File: src/rtl/usbrx_pkg.sv
package usbrx_pkg;
    localparam int LANES = 8;
    localparam int LANE_W = 3;

    typedef enum logic [2:0] {
        S_IDLE = 3'd0,
        S_DATA = 3'd1,
        S_DROP = 3'd2,
        S_HDR  = 3'd3,
        S_HDRW = 3'd4
    } st_e;
endpackage

File: src/rtl/usbrx_ring_free.sv
module usbrx_ring_free #(
    parameter int ADDR_W = 32,
    parameter int NEED   = 80
) (
    input  logic [ADDR_W-1:0] wr_off,
    input  logic [ADDR_W-1:0] rd_off,
    input  logic [ADDR_W-1:0] ring_len,
    output logic              room_ok
);
    logic [ADDR_W-1:0] used;
    logic [ADDR_W-1:0] free_b;

    always_comb begin
        if (wr_off >= rd_off) used = wr_off - rd_off;
        else                  used = wr_off + ring_len - rd_off;
        free_b  = ring_len - used;
        room_ok = (free_b >= ADDR_W'(NEED));
    end
endmodule

File: src/rtl/usbrx_lane_merge.sv
module usbrx_lane_merge
    import usbrx_pkg::*;
(
    input  logic [63:0]       acc_in,
    input  logic [LANE_W-1:0] lane_sel,
    input  logic [7:0]        byte_in,
    input  logic              take,
    output logic [63:0]       acc_out
);
    for (genvar i = 0; i < LANES; i++) begin : g_lane
        assign acc_out[8*i +: 8] = (take && lane_sel == LANE_W'(i)) ? byte_in : acc_in[8*i +: 8];
    end
endmodule

File: src/rtl/usbrx_qword_packer.sv
module usbrx_qword_packer
    import usbrx_pkg::*;
#(
    parameter int ADDR_W  = 32,
    parameter int EP_W    = 2,
    parameter int MAX_PKT = 64
) (
    input  logic              clk,
    input  logic              rst_n,
    input  logic              enable,
    input  logic [ADDR_W-4:0] ring_base_qw,
    input  logic [ADDR_W-1:0] ring_len,
    input  logic [ADDR_W-1:0] rd_off,
    input  logic              in_valid,
    output logic              in_ready,
    input  logic [7:0]        in_data,
    input  logic              in_sop,
    input  logic              in_eop,
    input  logic              in_zlp,
    input  logic [EP_W-1:0]   in_ep,
    input  logic              in_setup,
    output logic              mem_wr_valid,
    input  logic              mem_wr_ready,
    output logic [ADDR_W-1:0] mem_wr_addr,
    output logic [63:0]       mem_wr_data,
    output logic              irq_pkt_done,
    output logic              ovf_flag
);
    localparam int CNT_W = $clog2(MAX_PKT + 1);
    localparam int NEED  = MAX_PKT + 2 * LANES;
    localparam int EP_LO = 8;
    localparam int SU_B  = EP_LO + EP_W;

    typedef struct packed {
        st_e               st;
        logic [63:0]       acc;
        logic [LANE_W-1:0] bcnt;
        logic [CNT_W-1:0]  pcnt;
        logic [ADDR_W-1:0] wr_off;
        logic [ADDR_W-1:0] dptr;
        logic [ADDR_W-1:0] hdr_off;
        logic [EP_W-1:0]   ep;
        logic              setup;
        logic              wv;
        logic [ADDR_W-1:0] waddr;
        logic [63:0]       wdata;
        logic              ovf;
        logic              irq;
    } regs_t;

    regs_t q, d;

    function automatic logic [ADDR_W-1:0] ring_adv(input logic [ADDR_W-1:0] off,
                                                   input logic [ADDR_W-1:0] len);
        logic [ADDR_W-1:0] nxt;
        nxt = off + ADDR_W'(LANES);
        return (nxt >= len) ? nxt - len : nxt;
    endfunction

    logic [ADDR_W-1:0] base_a;
    logic              room_ok;
    logic              in_ready_c;
    logic              fire;
    logic              take;
    logic              idle;
    logic [63:0]       cur_acc;
    logic [LANE_W-1:0] cur_b;
    logic [CNT_W-1:0]  cur_p;
    logic [ADDR_W-1:0] cur_dptr;
    logic [63:0]       m_acc;
    logic [LANE_W:0]   nb;
    logic [63:0]       hdr_word;

    assign base_a     = {ring_base_qw, 3'b000};
    assign idle       = (q.st == S_IDLE);
    assign in_ready_c = enable && ((q.st == S_DROP) ||
                                   ((q.st == S_IDLE || q.st == S_DATA) && !q.wv));
    assign fire       = in_valid && in_ready_c;
    assign cur_acc    = idle ? 64'd0 : q.acc;
    assign cur_b      = idle ? '0 : q.bcnt;
    assign cur_p      = idle ? '0 : q.pcnt;
    assign cur_dptr   = idle ? ring_adv(q.wr_off, ring_len) : q.dptr;
    assign take       = fire && !in_zlp && (cur_p < CNT_W'(MAX_PKT));
    assign nb         = {1'b0, cur_b} + {{LANE_W{1'b0}}, take};
    assign hdr_word   = 64'(q.pcnt) | (64'(q.ep) << EP_LO) | (64'(q.setup) << SU_B);

    usbrx_ring_free #(.ADDR_W(ADDR_W), .NEED(NEED)) u_free (
        .wr_off  (q.wr_off),
        .rd_off  (rd_off),
        .ring_len(ring_len),
        .room_ok (room_ok)
    );

    usbrx_lane_merge u_merge (
        .acc_in  (cur_acc),
        .lane_sel(cur_b),
        .byte_in (in_data),
        .take    (take),
        .acc_out (m_acc)
    );

    always_comb begin
        logic pack;
        pack  = 1'b0;
        d     = q;
        d.irq = 1'b0;
        if (q.wv && mem_wr_ready) d.wv = 1'b0;

        case (q.st)
            S_IDLE: begin
                if (fire && in_sop) begin
                    if (room_ok) begin
                        d.hdr_off = q.wr_off;
                        d.ep      = in_ep;
                        d.setup   = in_setup;
                        d.st      = S_DATA;
                        pack      = 1'b1;
                    end else begin
                        d.ovf = 1'b1;
                        if (!in_eop) d.st = S_DROP;
                    end
                end
            end
            S_DATA: begin
                if (fire) pack = 1'b1;
            end
            S_DROP: begin
                if (fire && in_eop) d.st = S_IDLE;
            end
            S_HDR: begin
                if (!q.wv) begin
                    d.wv    = 1'b1;
                    d.waddr = base_a + q.hdr_off;
                    d.wdata = hdr_word;
                    d.st    = S_HDRW;
                end
            end
            S_HDRW: begin
                if (q.wv && mem_wr_ready) begin
                    d.irq    = 1'b1;
                    d.wr_off = q.dptr;
                    d.st     = S_IDLE;
                end
            end
            default: d.st = S_IDLE;
        endcase

        if (pack) begin
            d.pcnt = cur_p + CNT_W'(take);
            if (nb == (LANE_W + 1)'(LANES) || (in_eop && nb != '0)) begin
                d.wv    = 1'b1;
                d.waddr = base_a + cur_dptr;
                d.wdata = m_acc;
                d.dptr  = ring_adv(cur_dptr, ring_len);
                d.acc   = 64'd0;
                d.bcnt  = '0;
            end else begin
                d.acc  = m_acc;
                d.bcnt = nb[LANE_W-1:0];
                d.dptr = cur_dptr;
            end
            if (in_eop) d.st = S_HDR;
        end

        if (!enable) begin
            d.st     = S_IDLE;
            d.wv     = 1'b0;
            d.irq    = 1'b0;
            d.ovf    = 1'b0;
            d.wr_off = '0;
            d.pcnt   = '0;
            d.bcnt   = '0;
            d.acc    = 64'd0;
        end
    end

    always_ff @(posedge clk) begin
        if (!rst_n) begin
            q.st     <= S_IDLE;
            q.wv     <= 1'b0;
            q.irq    <= 1'b0;
            q.ovf    <= 1'b0;
            q.wr_off <= '0;
            q.pcnt   <= '0;
            q.bcnt   <= '0;
            q.acc    <= 64'd0;
            q.dptr   <= '0;
            q.hdr_off <= '0;
            q.ep     <= '0;
            q.setup  <= 1'b0;
            q.waddr  <= '0;
            q.wdata  <= 64'd0;
        end else begin
            q <= d;
        end
    end

    assign in_ready     = in_ready_c;
    assign mem_wr_valid = q.wv;
    assign mem_wr_addr  = q.waddr;
    assign mem_wr_data  = q.wdata;
    assign irq_pkt_done = q.irq;
    assign ovf_flag     = q.ovf;

    // a pending write keeps its address and data until taken
    a_r10_wr_hold: assert property (@(posedge clk) disable iff (!rst_n)
        (q.wv && !mem_wr_ready && enable) |=> (q.wv && $stable(q.waddr) && $stable(q.wdata)));

    // disabling silences the write port and the interrupt
    a_r1_disabled_quiet: assert property (@(posedge clk) disable iff (!rst_n)
        !enable |=> (!q.wv && !q.irq && !q.ovf));

    // the packet-done interrupt lasts one cycle
    a_r5_irq_single: assert property (@(posedge clk) disable iff (!rst_n)
        q.irq |=> !q.irq);

    // the interrupt only follows a header write in flight
    a_r5_irq_after_hdr: assert property (@(posedge clk) disable iff (!rst_n)
        $rose(q.irq) |-> ($past(q.st) == S_HDRW));

    // a dropped packet issues no write
    a_r7_drop_no_write: assert property (@(posedge clk) disable iff (!rst_n)
        (q.st == S_DROP) |-> !q.wv);

    // stored byte count never passes the packet limit
    a_r9_count_cap: assert property (@(posedge clk) disable iff (!rst_n)
        q.pcnt <= CNT_W'(MAX_PKT));
endmodule

File: config.mk
export PLATFORM = sky130hd
export DESIGN_NAME = usbrx_qword_packer
export DESIGN_NICKNAME = d
export VERILOG_FILES = /design/src/rtl/usbrx_pkg.sv /design/src/rtl/usbrx_ring_free.sv /design/src/rtl/usbrx_lane_merge.sv /design/src/rtl/usbrx_qword_packer.sv
export SDC_FILE = /design/constraint.sdc
export NUM_CORES = 1
export LEC_CHECK = 0
export CELL_PAD_IN_SITES_DETAIL_PLACEMENT = 1
export CELL_PAD_IN_SITES_GLOBAL_PLACEMENT = 2
export CORE_UTILIZATION = 35
export DETAILED_ROUTE_END_ITERATION = 16
export PLACE_DENSITY = 0.83
export SLEW_MARGIN = 10
export SYNTH_ARGS = -nofsm -noshare
export SYNTH_HDL_FRONTEND = slang
export SYNTH_SLANG_ARGS = --single-unit
File: constraint.sdc
create_clock -name clk -period 8.7 [get_ports clk]
set_input_delay 1.74 -clock clk [delete_from_list [all_inputs] [get_ports clk]]
set_output_delay 1.74 -clock clk [all_outputs]
set_load 0.005 [all_outputs]
### Yosys cells after proc, flatten, opt, wreduce, memory -nomap -nowiden

Index checks and enable logic that the tools add are counted.

* multiplexer cells: 36
* equality and inequality tests: 12
* bitwise gates (word level): 3
* order comparisons: 5
* add/subtract/negate cells: 12
* reductions and logical operators: 30

Operator list (number)
* $mux W97: 4
* $mux W32: 5
* $sub A32 B32 Y32: 5
* $add A32 B32 Y32: 3
* $ge A32 B32 Y1: 3
* $mux W77: 1
* $mux W67: 1
* $add A32 B4 Y32 const B: 2
* $mux W64: 1
* $mux W8: 8
* $ge A32 B7 Y1 const B: 1
* $mux W3: 8
* $logic_and A1 B1 Y1: 17
* $eq A3 B3 Y1 const B: 5
* $pmux W3 S5: 1
* $eq A3 B2 Y1 const B: 4
* $or A10 B11 Y11: 1
* $or A7 B10 Y10: 1
* $reduce_and A3 Y1: 3
* $add A7 B1 Y7: 1
* $lt A7 B7 Y1 const B: 1
* $mux W7: 1
* $eq A3 B1 Y1 const B: 2
* $logic_not A3 Y1: 2
* 9 further kinds: 17

* bits in registers: 275
* input port bits: 112
* logic and storage cells: 112

### Depth between registers and ports, before layout

* word-level depth: 14
* depth in mapped cells: 40

### By module

Synthesis repeated with hierarchy kept, for this count alone.

* cell total of the unflattened synthesis: 3805
* area total of the unflattened synthesis: 27521.4 um2

By module, submodules not included
* usbrx_qword_packer: area each 20173.1 um2, cells each 2773, times used 1
* usbrx_ring_free: area each 6497.5 um2, cells each 953, times used 1
* usbrx_lane_merge: area each 850.8 um2, cells each 79, times used 1

### Least setup slack after synthesis

Ideal clock, no wire load.

* path type: input to register
* start: in ring_len[1]
* end: reg q (netlist bit mem_wr_addr[31])
* buffers on the path: 4
* stages: 35
* required time: 8613 ps
* arrival time: 8059 ps
* setup time: 87 ps
* path slack: 554 ps
* cell sequence: inv_1 -> fa_1 -> inv_1 -> fa_1 -> a21o_1 -> a21oi_1 -> o21ba_2 -> o21ai_0 -> a41oi_1 -> o21ai_0 -> o211ai_1 -> a31oi_1 -> o21ai_0 -> nand2b_1 -> a21oi_1 -> xnor2_1 -> o21ai_0 -> ha_1 -> clkbuf_1 -> a21o_1 -> a21oi_1 -> o22ai_1 -> nor4b_1 -> nand4_1 -> nor4_1 -> and4_1 -> and4_1 -> nand4_1 -> o21ai_2 -> and2_1 -> buf_2 -> buf_4 -> buf_4 -> o221ai_1 -> o31ai_1

* longest elaborated chain between the ends: 9

RTL lines
* start: declaration: line usbrx_qword_packer.sv:12 `input logic [ADDR_W-1:0] ring_len,`
* $add A32 B32 Y32: line usbrx_ring_free.sv:15 `else used = wr_off + ring_len - rd_off;`
* $sub A32 B32 Y32: line usbrx_ring_free.sv:15
* $mux W32: line usbrx_ring_free.sv:14 `if (wr_off >= rd_off) used = wr_off - rd_off;`
* $sub A32 B32 Y32: line usbrx_ring_free.sv:16 `free_b = ring_len - used;`
* $ge A32 B7 Y1: line usbrx_ring_free.sv:17 `room_ok = (free_b >= ADDR_W'(NEED));`
* $mux W1: line usbrx_qword_packer.sv:112 `if (room_ok) begin`
* $mux W1: line usbrx_qword_packer.sv:111 `if (fire && in_sop) begin`
* $pmux W1 S2: line usbrx_qword_packer.sv:109 `case (q.st)`
* $mux W97 *: line usbrx_qword_packer.sv:148 `if (pack) begin`
* end: declaration: line usbrx_qword_packer.sv:51 `regs_t q, d;`

Mark *: on every way between the ends. The rest lies on a longest branch, timed or not.
A chain may end at the register's enable or synchronous reset.

### Worst setup path after layout

* start: in ring_len[6]
* end: reg q[215] in the netlist's numbering

* longest elaborated chain between the ends: 8

RTL lines (line)
* $add A32 B32 Y32: usbrx_ring_free.sv:15
* $sub A32 B32 Y32: usbrx_ring_free.sv:15
* $mux W32: usbrx_ring_free.sv:14
* $sub A32 B32 Y32 *: usbrx_ring_free.sv:16
* $ge A32 B7 Y1 *: usbrx_ring_free.sv:17
* $mux W1 *: usbrx_qword_packer.sv:112
* $mux W1 *: usbrx_qword_packer.sv:111
* $pmux W1 S2 *: usbrx_qword_packer.sv:109

Marks and branches as above.

==> flow_summary.ini <==
[yosys]
synth_area_um2 = 27200
syn_nets = 4079
ys_types = 98
synthCells = 3710
synth_fa_ha_area_frac = 0.129
synthArstFlopShare = 0
avgSynthCellArea_um2 = 7.32
synth_seq_cells = 275
ys.warnings.count = 0
synth_mux_area_frac = 0.0378
seq_area_frac_synth = 0.203
synth-xor-area-share = 0.0672
synth_compound_area_frac = 0.250
synth_simple_gate_area_frac = 0.225
synth_top_family_by_area = compound AO/OA/AOI/OAI gates
synth_edf_count = 0
ys.flop_type = dfxtp_1

[routing]
dr.pass1.iters = 5
drc = 0
drt-wirelength-per-cell_um = 20.4
wirelength_um = 107000
drt_first_iter_violations = 1362
routed-via-count = 28670
ant_nets = 0
vias_per_cell = 5.44

[floorplan]
core_area_um2 = 76300
fp.dieW_um = 281
ios = 212
rows = 101
die_height_um = 281
start_util = 0.356
die_area_um2 = 78700

[final_layout]
finalNetCount = 4586
utilization = 0.459
drive_gt1_frac = 0.181
syn_to_final_growth_pct = 29.0
register_area_um2 = 5510
n_antenna_cell = 0
fin_area_um2 = 35000
layoutNonFillerInstCount = 5267
multi_input_area_um2 = 19700
fill_cells = 9497

[clock_network]
clock_sinks = 275
path_clk_slew_ns = 0.06
cts_tree = done
cts.path.max_buffers = 3
cts_root_buffer = clkbuf_16
cts_buffers = 35
ctsHoldBuffers = 0
h-tree-depth = 2
insertion_delay_ns = 0.55

[critical_path]
start_kind = input pin
required_ns = 9.08
worstSetupEndpointType = register
worstSetupStartpoint = ring_len[6]
cp_max_fo = 11
critPathMaxStageDelay_ns = 0.55
slowest_stage = fa_1
arrival_ns = 8.91
cp_common_cell = buf_12
rr_startpoint = q[175]
path_class = input pin to register

[worst_hold_path]
min_path_type = register to register
hp-start = q[235]

[global_route]
grt_pass1_wl_um = 164000
antenna_found_initial = 0
grt_overflow = 0
grt_max_degree = 94
top_usage_layer = met2
met3_usage = 0.0194
grt_use_met2 = 0.487
grt_usage = 0.264
grt_pass1_vias = 29152
grtUsageMet1 = 0.316

[sta]
worstMarginPinSlew_ns = 1.10
fmax_mhz = 117
finalHoldViolCount = 0
fin_crit_ns = 8.52
maxSlewViolCount = 0
relSlewSlack = 0.269
finalCritPeriodShare = 0.980
finalWorstSetupSlack_ns = 0.178
fin_worst_skew_ns = 0.0154
setup_violations = 0

[placed_design]
dp_slack_ns = -0.743
port_buffers = 211
place_congestion = 0.949
place_inst = 5188
hpwlAfterDp_um = 85000
placed_cell_area_um2 = 33200

[run_status]
status = complete, no violations

[power]
p_leak_nw = 15.1
vdd_drop_max_uv = 121
p_per_area_nw_per_um2 = 120

[job]
drv_cap = 0
[cell type report]
cell class                      count  area share
Inverter                          241      0.0259
Sequential cell                   275       0.157
Timing Repair Buffer              753       0.187
Clock inverter                      9     0.00407
Tap cell                         1030      0.0368
Multi-Input combinational cell   2911       0.561
Clock buffer                       48      0.0278
[path summary, 6_finish.rpt]
kind | slack, ns | endpoint | cells after the start
max reg2reg | 0.49 | q[139] | 36
max | 0.18 | q[215] | 37
min reg2reg | 0.44 | q[235] | 2
min | 0.44 | q[235] | 2
[layer usage]
metal | routed length (µm) | vias up
li1 | - | 14084
met1 | 45200 | 13944
met2 | 54600 | 458
met3 | 2910 | 184
met4 | 4660 | 0
met5 | 0 | -
[stage by stage]
step / setup TNS (ns) / power, mW / hold WS [ns]
6_report: 0 / 4.21 / 0.445
5_1_grt: -1.50 / 4.42 / 0.464
4_1_cts: 0 / 4.17 / 0.448
3_5_place_dp: -145.06 / 2.68 / 0.440
3_3_place_gp: -122.22 / 2.66 / 0.433
2_1_floorplan: 0 / 2.05 / 0.427
[flip-flops by register name (all words and copies together) (netlist names)]
signal,count
mem_wr_valid,1
mem_wr_data,64
q,176
mem_wr_addr,32
irq_pkt_done,1
ovf_flag,1
[cell usage in the layout (no fill, tap or decap), types with 16 or more instances in the layout]
cell type / instances
a21oi_2: 17
o31ai_1: 20
or3_1: 69
xnor2_1: 140
a31oi_1: 29
and2_1: 23
buf_12: 16
nand3_1: 89
inv_1: 236
a21o_1: 88
nor3_1: 80
nor2b_1: 28
mux2i_1: 33
a21oi_1: 404
and3_1: 85
clkbuf_16: 40
o21bai_1: 28
a211oi_1: 79
clkdlybuf4s50_1: 210
fa_1: 36
nor2_1: 314
o21a_1: 28
buf_4: 512
o21ai_0: 141
nand2b_1: 36
nand2_1: 411
nand4_1: 40
xor2_1: 64
o211ai_1: 30
mux2_2: 49
dfxtp_1: 275
o21ai_1: 26
ha_1: 216
[cells in the mapped netlist, types with 8 or more instances]
library cell	count	share of area
inv_1	239	0.033
o21bai_1	28	0.0077
xor2_1	64	0.021
nor2b_1	30	0.0069
o31ai_1	24	0.0066
o21ai_0	148	0.027
a21boi_0	9	0.0025
nor4_1	16	0.0037
o21a_1	29	0.0080
a221oi_1	8	0.0026
a31oi_1	30	0.0069
nor3b_1	10	0.0028
nor3_1	82	0.015
nand4_1	40	0.0092
nand3_1	89	0.016
a311oi_1	8	0.0026
mux2_1	12	0.0050
dfxtp_1	275	0.20
and2_1	24	0.0055
a21oi_1	418	0.077
or3_1	70	0.016
a221o_1	9	0.0033
o22ai_1	15	0.0035
and3_1	85	0.020
a211oi_1	86	0.024
nor2_1	319	0.044
o221ai_1	12	0.0039
o21ai_1	24	0.0044
buf_1	16	0.0022
buf_2	31	0.0057
clkbuf_1	129	0.018
a41oi_1	9	0.0029
ha_1	220	0.10
a31o_2	9	0.0029
xnor2_1	142	0.046
a211o_1	13	0.0042
mux2i_1	34	0.013
fa_1	37	0.027
a21o_1	88	0.024
buf_4	106	0.029
mux2_2	49	0.020
nand2_1	413	0.057
nand2b_1	37	0.0085
o211ai_1	30	0.0083
or2_2	12	0.0028
[power breakdown]
group,switching (mW),internal [mW]
logic,0.776,0.691
clock network,0.595,0.873
registers,0.00510,1.27
total,1.38,2.83
[worst max-delay path, delay by kind of cell]
| kind | cells | cell delay (ns) |
|---|---|---|
| AO/OA/AOI/OAI | 12 | 2.36 |
| AND/OR/NAND/NOR | 12 | 1.93 |
| XOR/XNOR | 1 | 0.11 |
| buffers and inverters | 9 | 1.60 |
| adder cells (fa/ha/maj) | 3 | 1.15 |
[timing repair]
| item | 4_1_cts | 5_1_grt |
|---|---|---|
| hold endpoints to repair | 0 | 0 |
| pin swaps | 2 | 31 |
| gates resized for setup | 9 | 78 |
| cloned | 1 | 6 |
| buffers inserted | 0 | 16 |
| endpoints found under the setup margin | 210 | 239 |
[kinds of logic after synthesis]
logic type	Yosys count
and+or+nand+nor	1278
AOI/OAI and AO/OA	1074
buffers and inverters	524
adders and majority gates	257
xor gates and xnor gates	207
DFF	275
muxes	95
Note: power is estimated with default switching activity, not from simulation.
